$ cat src/rtl/ddrcap_pkg.sv
package ddrcap_pkg;
  // Strobes passed from the phase control to the datapath
  typedef struct packed {
    logic loadEven;   // capture register for even bits loads this cycle
    logic loadOdd;    // capture register for odd bits loads this cycle
    logic publish;    // register the merged word and raise the pulse
  } capStrobes_t;
endpackage

$ cat src/rtl/ddrcap_ctrl.sv
module ddrcap_ctrl
  import ddrcap_pkg::*;
#(
  parameter bit PHASE_SEL = 1'b0
) (
  input  logic        clk,
  input  logic        rst,
  output logic        convClkOut,
  output capStrobes_t stb
);
  logic clkToggle;
  logic clkPipe;
  logic phaseReg;
  logic evenSeen;
  logic publishReg;
  logic evenNow;

  // phaseReg holds the pin level during the cycle in which the data
  // now sitting in the input register was sampled.
  always_comb begin
    evenNow      = phaseReg ^ PHASE_SEL;
    stb.loadEven = evenNow;
    stb.loadOdd  = ~evenNow;
    stb.publish  = publishReg;
  end

  always_ff @(posedge clk) begin
    if (rst) begin
      clkToggle  <= 1'b0;
      clkPipe    <= 1'b0;
      phaseReg   <= 1'b0;
      evenSeen   <= 1'b0;
      publishReg <= 1'b0;
    end else begin
      clkToggle  <= ~clkToggle;
      clkPipe    <= clkToggle;
      phaseReg   <= clkPipe;
      if (evenNow) begin
        evenSeen <= 1'b1;
      end
      publishReg <= ~evenNow & evenSeen;
    end
  end

  assign convClkOut = clkPipe;
endmodule

$ cat src/rtl/ddrcap_dpath.sv
module ddrcap_dpath
  import ddrcap_pkg::*;
#(
  parameter int BUS_W = 8
) (
  input  logic                 clk,
  input  logic                 rst,
  input  logic [BUS_W-1:0]     busIn,
  input  logic                 dcoIn,
  input  capStrobes_t          stb,
  output logic [2*BUS_W-1:0]   sampleOut,
  output logic                 validOut,
  output logic                 dcoOut
);
  localparam int SAMPLE_W = 2 * BUS_W;
  localparam int PIPE_W   = BUS_W + 1;

  logic [PIPE_W-1:0]   inPipe;
  logic [SAMPLE_W-1:0] evenSpread;
  logic [SAMPLE_W-1:0] oddSpread;
  logic [SAMPLE_W-1:0] evenReg;
  logic [SAMPLE_W-1:0] oddReg;
  logic [SAMPLE_W-1:0] merged;

  // Spread the registered bus onto interleaved positions
  for (genvar i = 0; i < BUS_W; i++) begin : gSpread
    assign evenSpread[2*i]   = inPipe[i];
    assign evenSpread[2*i+1] = 1'b0;
    assign oddSpread[2*i]    = 1'b0;
    assign oddSpread[2*i+1]  = inPipe[i];
  end

  assign merged = evenReg | oddReg;

  always_ff @(posedge clk) begin
    if (rst) begin
      inPipe    <= '0;
      evenReg   <= '0;
      oddReg    <= '0;
      sampleOut <= '0;
      validOut  <= 1'b0;
    end else begin
      inPipe   <= {dcoIn, busIn};
      if (stb.loadEven) begin
        evenReg <= evenSpread;
      end
      if (stb.loadOdd) begin
        oddReg <= oddSpread;
      end
      validOut <= stb.publish;
      if (stb.publish) begin
        sampleOut <= merged;
      end
    end
  end

  assign dcoOut = inPipe[PIPE_W-1];
endmodule

$ cat src/rtl/ddr_adc_capture.sv
module ddr_adc_capture
  import ddrcap_pkg::*;
#(
  parameter int BUS_W     = 8,
  parameter bit PHASE_SEL = 1'b0
) (
  input  logic                 clk,
  input  logic                 rst,
  input  logic [BUS_W-1:0]     convData,
  input  logic                 convDco,
  output logic                 convClk,
  output logic                 dcoQ,
  output logic [2*BUS_W-1:0]   sample,
  output logic                 sampleValid
);
  capStrobes_t stb;

  ddrcap_ctrl #(.PHASE_SEL(PHASE_SEL)) uCtrl (
    .clk        (clk),
    .rst        (rst),
    .convClkOut (convClk),
    .stb        (stb)
  );

  ddrcap_dpath #(.BUS_W(BUS_W)) uDpath (
    .clk       (clk),
    .rst       (rst),
    .busIn     (convData),
    .dcoIn     (convDco),
    .stb       (stb),
    .sampleOut (sample),
    .validOut  (sampleValid),
    .dcoOut    (dcoQ)
  );
endmodule

$ cat config.mk
export PLATFORM = sky130hd
export DESIGN_NAME = ddr_adc_capture
export DESIGN_NICKNAME = d
export VERILOG_FILES = /design/src/rtl/ddrcap_pkg.sv /design/src/rtl/ddrcap_ctrl.sv /design/src/rtl/ddrcap_dpath.sv /design/src/rtl/ddr_adc_capture.sv
export SDC_FILE = /design/constraint.sdc
export NUM_CORES = 1
export LEC_CHECK = 0
export BUFFER_PORTS_ARGS = -buffer_cell sky130_fd_sc_hd__buf_2
export CAP_MARGIN = 30
export CORE_MARGIN = 4
export CORE_UTILIZATION = 45
export CTS_CLUSTER_SIZE = 10
export DETAILED_ROUTE_END_ITERATION = 8
export PLACE_DENSITY = 0.67
export SLEW_MARGIN = 20
export SYNTH_ARGS = -nofsm -noshare
export SYNTH_HDL_FRONTEND = slang
export SYNTH_SLANG_ARGS = --single-unit
$ cat constraint.sdc
create_clock -name clk -period 0.8 [get_ports clk]
set_input_delay 0.16 -clock clk [delete_from_list [all_inputs] [get_ports clk]]
set_output_delay 0.16 -clock clk [all_outputs]
set_load 0.01 [all_outputs]
==> results of run 1 <==
[path summary, 6_finish.rpt]
| path | startpoint | endpoint | slack [ns] | depth (start not counted) |
|---|---|---|---|---|
| worst max-delay path | uDpath.sampleOut[13] | sample[13] | -0.17 | 1 |
| worst max register to register | uCtrl.evenNow | uDpath.evenReg[2] | -0.15 | 3 |
| worst min-delay path | convData[4] | uDpath.inPipe[4] | 0.02 | 2 |
| worst min register to register | uCtrl.clkToggle | uCtrl.clkToggle | 0.41 | 1 |
[layout make-up]
cell class                      instances  area (um^2)
Sequential cell                        47          971
Clock buffer                            6         51.3
Clock inverter                          1         5.00
Fill cell                             276         1170
Multi-Input combinational cell         80          551
Tap cell                               46         57.6
Timing Repair Buffer                   47          533
[metal layers]
layer / vias up / track usage
met1: 478 / 0.160
li1: 528 / -
met3: 2 / 0.0556
met5: - / 0
met2: 19 / 0.255
met4: 0 / 0.0608
[metrics by stage]
step	util	cells
2_1_floorplan	-	136
3_3_place_gp	0.534	209
3_5_place_dp	0.534	209
4_1_cts	0.634	225
5_1_grt	0.650	227
6_report	0.650	227
[flip-flops by register name, indices dropped and copies added, names as in the netlist]
signal and cells:
uDpath.sampleOut 16, uDpath.inPipe 9, uDpath.evenReg 8, uDpath.oddReg 8
uCtrl.clkToggle 1, uCtrl.convClkOut 1, uCtrl.evenNow 1, uCtrl.evenSeen 1
uCtrl.publishReg 1, uDpath.validOut 1
[timing repair]
| item | in CTS | in global routing |
|---|---|---|
| resized for setup | 42 | 5 |
| endpoints found under the hold margin | 2 | 0 |
| hold buffers | 2 | 0 |
| endpoints found under the setup margin | 51 | 53 |
| cloned | 3 | 1 |
| buffers inserted | 4 | 1 |
| pin swaps | 0 | 4 |
[logic make-up (layout without fill, tap and decap cells)]
family / after synthesis / count (layout) / synth area share
buf+inv: 9 / 54 / 0.0553
flops: 47 / 47 / 0.603
mux: 32 / 32 / 0.205
simple gates: 48 / 48 / 0.137
[cells in the mapped netlist]
master / count
dfxtp_1: 47
nor3b_1: 1
buf_2: 4
clkbuf_1: 1
buf_6: 2
nor2b_1: 12
mux2i_1: 32
buf_12: 2
nor2_1: 35
[power by group through the flow]
stage | combinational [uW] | clock (uW) | sequential, uW
after floorplan | 142 | 0 | 2480
after global placement | 208 | 0 | 2490
after detailed placement | 215 | 0 | 2490
after CTS | 258 | 1130 | 2440
after global routing | 298 | 1240 | 2450
final | 272 | 1070 | 2440
==> flow_metrics.py, run 1 <==
metrics = {
    "run_status": {
        "run_status": "complete, but fails checks",
        "violations": "negative setup slack",
    },
    "synthesis": {
        "synth_cell_types": 9,
        "ys_ff_latch": 47,
        "yosysTopAreaCellShare": 0.603,
        "syn_nets": 147,
        "netlist_area_um2": 1560,
        "syn-instance-count": 136,
        "synth_top_cell_by_area": "dfxtp_1",
        "yosysSeqAreaShare": 0.603,
        "yosys_warnings": 0,
        "ys_top_cells_by_area": "dfxtp_1, mux2i_1, nor2_1",
        "syn_avg_cell_area_um2": 11.5,
    },
    "timing": {
        "tightest_slew_ns": 0.145,
        "setup_viol": 51,
        "slew_headroom": 0.901,
        "period_share": 1.21,
        "finalWorstSetupSlack_ns": -0.171,
        "finClkSkew_ns": 0.00822,
        "timing.final.crit_period_ns": 0.971,
        "holdWs_ns": 0.0183,
        "clock.fmax_mhz": 1030,
        "report.final.slew_viol_count": 0,
        "hold_viol": 0,
        "rsz0062_at_grt": "true",
        "tns_ns": -6.16,
    },
    "placement": {
        "postPlaceCellArea_um2": 1780,
        "pre_cts_ws_ns": -0.0811,
        "portBuffers": 29,
        "globalplace.congestion": 0.633,
        "dpl.hpwl_um": 1670,
    },
    "clock_network": {
        "clockBufferDepth": 2,
        "clock_latency_ns": 0.34,
        "cts_tree": "done",
        "htree_levels": 2,
        "numCtsBuffers": 5,
        "clockRootBuffer": "clkbuf_4",
        "clk_pin_slew_worst_paths_ns": 0.12,
        "clock_sinks": 47,
    },
    "die": {
        "dieArea_um2": 4480,
        "die_w_um": 66.9,
        "initial_core_util": 0.468,
        "fp.dieH_um": 66.9,
        "core-area_um2": 3340,
        "top_level_ports": 30,
        "row_count": 21,
    },
    "drt": {
        "wirelength_um": 2770,
        "drc": 0,
        "routedWlPerCell_um": 12.2,
        "m1WireLength_um": 1150,
        "dr_wl_met2_um": 1490,
        "dr.pass1.iters": 4,
        "top_layer": "met4",
        "drt_iter0_drc": 27,
        "vias": 1027,
        "detail-route-antenna-nets": 0,
        "vias_per_cell": 4.52,
        "wl_met3_um": 121,
    },
    "power": {
        "swShare": 0.214,
        "p_seq_frac": 0.645,
        "leakage_uw": 0.000864,
        "comb_power_share": 0.072,
        "clkPwrFrac": 0.283,
        "internal_power_uw": 2970,
        "powerDensity_nw_per_um2": 1750,
        "p_sw_uw": 812,
        "finalPower_uw": 3790,
        "max-vdd-ir-drop_uv": 1260,
    },
    "global_routing": {
        "grt_pass1_vias": 1114,
        "grt_first_pass_wirelength_um": 4800,
        "grtUsageTotal": 0.147,
        "grt_start_max_net_pins": 20,
        "grt.overflow.total": 0,
        "antenna_found_initial": 0,
    },
    "run": {
        "maxCapViolations": 0,
    },
    "final_layout": {
        "antenna_cells": 0,
        "layout_common_cells": "nor2_1, mux2i_1, dfxtp_1",
        "final_common_cell": "nor2_1",
        "finalInstanceArea_um2": 2170,
        "syn2layout_area_growth_pct": 38.9,
        "layout.nets": 192,
        "final_layout_size_suffix_gt1_frac": 0.414,
    },
    "setup_path": {
        "worst_path_largest_cell_delay_ns": 0.37,
        "path_buf_inv": 1,
        "critPathTopFamily": "flip-flops",
        "worstPathMaxFanout": 2,
        "cp-start-kind": "flip-flop",
        "worst_ep_arrival_time_ns": 0.81,
        "cp-end-kind": "output port",
        "critical_path_class": "reg2out",
        "path_cells": "buf_6",
        "worstPathRequired_ns": 0.64,
        "worst_path_max_delay_cell": "dfxtp_2",
    },
    "hold_path": {
        "worstHoldPathType": "in2reg",
    },
}
(Power assumes the default switching activity.)
==> run 2: changes to the inputs <==
--- a/config.mk
+++ b/config.mk
@@ -12,6 +12,7 @@
 export CTS_CLUSTER_SIZE = 10
 export DETAILED_ROUTE_END_ITERATION = 8
 export PLACE_DENSITY = 0.67
+export SETUP_SLACK_MARGIN = 0.3
 export SLEW_MARGIN = 20
 export SYNTH_ARGS = -nofsm -noshare
 export SYNTH_HDL_FRONTEND = slang
==> flow_metrics.py, run 2 (synthesized netlist as in run 1, its figures left out) <==
metrics = {
    "run_status": {
        "run_status": "complete, but fails checks",
        "violations": "negative hold slack, negative setup slack",
    },
    "die": {
        "top_level_ports": 30,
        "die_w_um": 66.9,
        "core-area_um2": 3340,
        "dieArea_um2": 4480,
        "fp.dieH_um": 66.9,
        "initial_core_util": 0.468,
        "row_count": 21,
    },
    "setup_path": {
        "rr_worst_depth": 4,
        "reg2reg_to": "uDpath.evenReg[12]",
        "worst_path_largest_cell_delay_ns": 0.40,
        "critical_path_class": "reg2reg",
        "worstPathRequired_ns": 1.06,
        "cp-end-kind": "flip-flop",
        "reg2reg_slack_ns": -0.21,
        "worstPathMaxFanout": 6,
        "critPathCapture": "uDpath.evenReg[12]",
        "cp-start-kind": "flip-flop",
        "r2r_start": "uCtrl.evenNow",
        "critPathTopFamily": "flip-flops",
        "path_buf_inv": 2,
        "worst_ep_arrival_time_ns": 1.27,
        "path_depth": 4,
        "crit_start": "uCtrl.evenNow",
        "worst_path_max_delay_cell": "dfxtp_4",
        "path_cells": "buf_12 > buf_16 > mux2i_1 > nor2_1",
    },
    "clock_network": {
        "clockRootBuffer": "clkbuf_4",
        "cts_tree": "done",
        "clk_pin_slew_worst_paths_ns": 0.12,
        "htree_levels": 2,
        "clock_latency_ns": 0.36,
        "numCtsBuffers": 5,
        "clock_sinks": 47,
        "clockBufferDepth": 2,
    },
    "final_layout": {
        "antenna_cells": 0,
        "layout.nets": 194,
        "instances_no_fill": 230,
        "reg.largest.list": "uDpath.sampleOut (16), uDpath.inPipe (9)",
        "top_register": "uDpath.sampleOut",
        "syn2layout_area_growth_pct": 43.9,
        "final_layout_size_suffix_gt1_frac": 0.473,
        "finish.utilization": 0.673,
        "layout_common_cells": "nor2_1, mux2i_1, dfxtp_1",
        "largest_register_ff_count": 16,
        "final_common_cell": "nor2_1",
    },
    "timing": {
        "finalWorstSetupSlack_ns": -0.206,
        "holdWs_ns": -0.000131,
        "hold_viol": 1,
        "clock.fmax_mhz": 994,
        "report.final.slew_viol_count": 0,
        "tns_ns": -7.13,
        "rsz0062_at_grt": "true",
        "setup_viol": 53,
        "slew_headroom": 0.870,
        "period_share": 1.26,
        "tightest_slew_ns": 0.189,
        "finClkSkew_ns": 0.00663,
        "timing.final.crit_period_ns": 1.01,
    },
    "placement": {
        "globalplace.congestion": 0.630,
        "portBuffers": 29,
        "dpl.hpwl_um": 1700,
        "dp.cells": 210,
        "pre_cts_ws_ns": -0.0774,
    },
    "global_routing": {
        "grt.overflow.total": 0,
        "grt_start_max_net_pins": 20,
        "grtUsageTotal": 0.151,
        "grt_first_pass_wirelength_um": 4870,
        "grt_pass1_vias": 1080,
        "antenna_found_initial": 0,
    },
    "power": {
        "powerDensity_nw_per_um2": 1870,
        "max-vdd-ir-drop_uv": 1530,
        "leakage_uw": 0.000896,
        "finalPower_uw": 4190,
    },
    "run": {
        "maxCapViolations": 0,
    },
    "drt": {
        "vias": 1056,
        "dr.pass1.iters": 4,
        "routedWlPerCell_um": 12.3,
        "drc": 0,
        "vias_per_cell": 4.59,
        "wirelength_um": 2840,
        "detail-route-antenna-nets": 0,
        "drt_iter0_drc": 30,
    },
    "hold_path": {
        "worstHoldPathType": "in2reg",
    },
}
-- run 2: how the worst min path moves through the flow --
stage | from | end | slack [ns] | cells after the start
after floorplan | convData[0] | uDpath.inPipe[0] | 0.29 | 1
after global placement | convData[0] | uDpath.inPipe[0] | 0.37 | 2
after detailed placement | convData[1] | uDpath.inPipe[1] | 0.37 | 2
after CTS | convData[3] | uDpath.inPipe[3] | -0.02 | 2
after global routing | convData[5] | uDpath.inPipe[5] | -0.006 | 2
final | convData[3] | uDpath.inPipe[3] | -0.0001 | 2
-- run 2: cell type report --
cell class	instances	area (um^2)
Multi-Input combinational cell	80	593
Timing Repair Buffer	49	538
Clock inverter	2	35.0
Tap cell	46	57.6
Fill cell	263	1090
Clock buffer	6	51.3
Sequential cell	47	972
-- run 2: metal layers --
metal / wire (um) / share of wire / vias up / GRT usage
li1: - / - / 534 / -
met1: 1220 / 0.43 / 494 / 0.168
met2: 1410 / 0.50 / 22 / 0.250
met3: 130 / 0.046 / 6 / 0.0523
met4: 68 / 0.024 / 0 / 0.0835
met5: 0 / 0 / - / 0
-- run 2: repair_timing --
| action | 4_1_cts | 5_1_grt |
|---|---|---|
| endpoints found under the setup margin | 56 | 56 |
| endpoints found under the hold margin | 7 | 3 |
| gates cloned | 2 | 0 |
| pin swaps | 2 | 3 |
| buffers inserted | 9 | 1 |
| resized for setup | 30 | 10 |
-- run 2: worst reg2reg max path, delay by kind of cell (launching register included) --
kind | cells | cell delay (ns)
DFF | 1 | 0.40
muxes | 1 | 0.23
buffers and inverters | 2 | 0.22
and+or+nand+nor | 1 | 0.06
-- run 2: metrics by stage --
stage	hold WS, ns	area, um^2
after detailed placement	0.372	1820
after global routing	-0.00589	2250
after floorplan	0.288	1590
after CTS	-0.0161	2190
after global placement	0.369	1820
final	-0.000131	2250
-- run 2: power breakdown --
part | internal [uW] | switching [uW] | leakage (uW)
Sequential | 2400 | 43.6 | 0.000394
Clock | 739 | 717 | 0.0000482
Combinational | 178 | 115 | 0.000454
==> run 3: changes to the inputs <==
--- a/config.mk
+++ b/config.mk
@@ -12,6 +12,7 @@
 export CTS_CLUSTER_SIZE = 10
 export DETAILED_ROUTE_END_ITERATION = 8
 export PLACE_DENSITY = 0.67
+export REMOVE_ABC_BUFFERS = 1
 export SETUP_SLACK_MARGIN = 0.3
 export SLEW_MARGIN = 20
 export SYNTH_ARGS = -nofsm -noshare
==> flow_metrics.py, run 3 (synthesized netlist as in run 1, its figures left out) <==
metrics = {
    "setup_path": {
        "cp-start-kind": "flip-flop",
        "r2r_start": "uCtrl.evenNow",
        "crit_start": "uCtrl.evenNow",
        "cp-end-kind": "flip-flop",
        "worstPathMaxFanout": 7,
        "worst_ep_arrival_time_ns": 1.23,
        "critical_path_class": "reg2reg",
        "worstPathRequired_ns": 1.05,
    },
    "drt": {
        "routedWlPerCell_um": 12.4,
        "dr.pass1.iters": 4,
        "wirelength_um": 2830,
        "drt_iter0_drc": 32,
        "vias_per_cell": 4.60,
        "detail-route-antenna-nets": 0,
        "vias": 1048,
        "drc": 0,
    },
    "power": {
        "finalPower_uw": 3670,
        "leakage_uw": 0.000857,
        "powerDensity_nw_per_um2": 1710,
        "max-vdd-ir-drop_uv": 1190,
    },
    "placement": {
        "dp.cells": 211,
        "dpl.hpwl_um": 1860,
        "postPlaceCellArea_um2": 1770,
        "portBuffers": 29,
        "globalplace.congestion": 0.723,
    },
    "timing": {
        "slew_headroom": 0.865,
        "period_share": 1.23,
        "tns_ns": -6.56,
        "clock.fmax_mhz": 1020,
        "finClkSkew_ns": 0.00454,
        "hold_viol": 0,
        "report.final.slew_viol_count": 0,
        "rsz0062_at_grt": "true",
        "finalWorstSetupSlack_ns": -0.184,
        "timing.final.crit_period_ns": 0.984,
        "tightest_slew_ns": 0.196,
        "setup_viol": 53,
    },
    "hold_path": {
        "min-delay-start": "convData[2]",
        "worstHoldPathType": "in2reg",
    },
    "final_layout": {
        "syn2layout_area_growth_pct": 37.2,
        "reg.largest.list": "uDpath.sampleOut (16), uDpath.inPipe (9)",
        "layout.nets": 194,
        "finalInstanceArea_um2": 2140,
        "instances_no_fill": 228,
        "finish.utilization": 0.642,
        "seq_area_um2": 971,
        "multi_input_area_um2": 562,
        "fillCellCount": 283,
        "antenna_cells": 0,
        "largest_register_ff_count": 16,
        "final_layout_size_suffix_gt1_frac": 0.429,
        "top_register": "uDpath.sampleOut",
        "final_common_cell": "nor2_1",
        "layout_common_cells": "nor2_1, mux2i_1, dfxtp_1",
    },
    "die": {
        "row_count": 21,
        "die_w_um": 66.9,
        "dieArea_um2": 4480,
        "core-area_um2": 3340,
        "top_level_ports": 30,
        "fp.dieH_um": 66.9,
        "initial_core_util": 0.468,
    },
    "clock_network": {
        "clock_sinks": 47,
        "clock_latency_ns": 0.35,
        "numCtsBuffers": 5,
        "cts_tree": "done",
        "htree_levels": 2,
        "clockBufferDepth": 2,
        "clockRootBuffer": "clkbuf_4",
        "clk_pin_slew_worst_paths_ns": 0.11,
    },
    "global_routing": {
        "grt_first_pass_wirelength_um": 5030,
        "grtUsageTotal": 0.153,
        "antenna_found_initial": 0,
        "grt.overflow.total": 0,
        "grt_start_max_net_pins": 25,
        "grt_pass1_vias": 1119,
    },
    "run_status": {
        "run_status": "complete, but fails checks",
        "violations": "negative setup slack",
    },
    "run": {
        "maxCapViolations": 0,
    },
}
run 3: final timing paths:
check	endpoint	slack [ns]	cells after the start
min reg2reg	uCtrl.clkToggle	0.39	1
max reg2reg	uDpath.evenReg[0]	-0.18	4
max	uDpath.evenReg[0]	-0.18	4
min	uDpath.inPipe[2]	0.01	2
run 3: cell type report:
class | instances | share of cell area
Sequential cell | 47 | 0.453
Multi-Input combinational cell | 80 | 0.262
Timing Repair Buffer | 49 | 0.238
Tap cell | 46 | 0.0269
Clock buffer | 6 | 0.0193
run 3: power by group:
| part | leakage [uW] | switching (uW) | internal [uW] |
|---|---|---|---|
| clock network | 0.0000242 | 648 | 314 |
| logic | 0.000439 | 111 | 158 |
| registers | 0.000394 | 38.8 | 2400 |
run 3: critical path, stage by stage, from the launching register on:
cell	delay (ns)
dfxtp_4	0.39
buf_12	0.11
buf_12	0.12
mux2i_1	0.19
nor2_1	0.07
run 3: metal layers:
| metal | vias up | GRT usage | wire [um] |
|---|---|---|---|
| met3 | 7 | 0.0506 | 111 |
| met4 | 0 | 0.0684 | 57 |
| met1 | 492 | 0.161 | 1170 |
| met2 | 20 | 0.275 | 1500 |
| li1 | 529 | - | - |
| met5 | - | 0 | 0 |
run 3: repair_timing:
| action | CTS | global route |
|---|---|---|
| gates cloned | 1 | 0 |
| endpoints found under the setup margin | 56 | 56 |
| resized for setup | 52 | 1 |
| hold endpoints to repair | 3 | 1 |
| pin swaps | 2 | 1 |
| buffers inserted | 5 | 5 |
run 3: metrics by stage:
stage,hold WS [ns],setup WS (ns)
6_report,0.0138,-0.184
5_1_grt,-0.0135,-0.274
4_1_cts,-0.0103,-0.194
3_5_place_dp,0.372,-0.130
3_3_place_gp,0.369,-0.0745
2_1_floorplan,0.232,-0.406
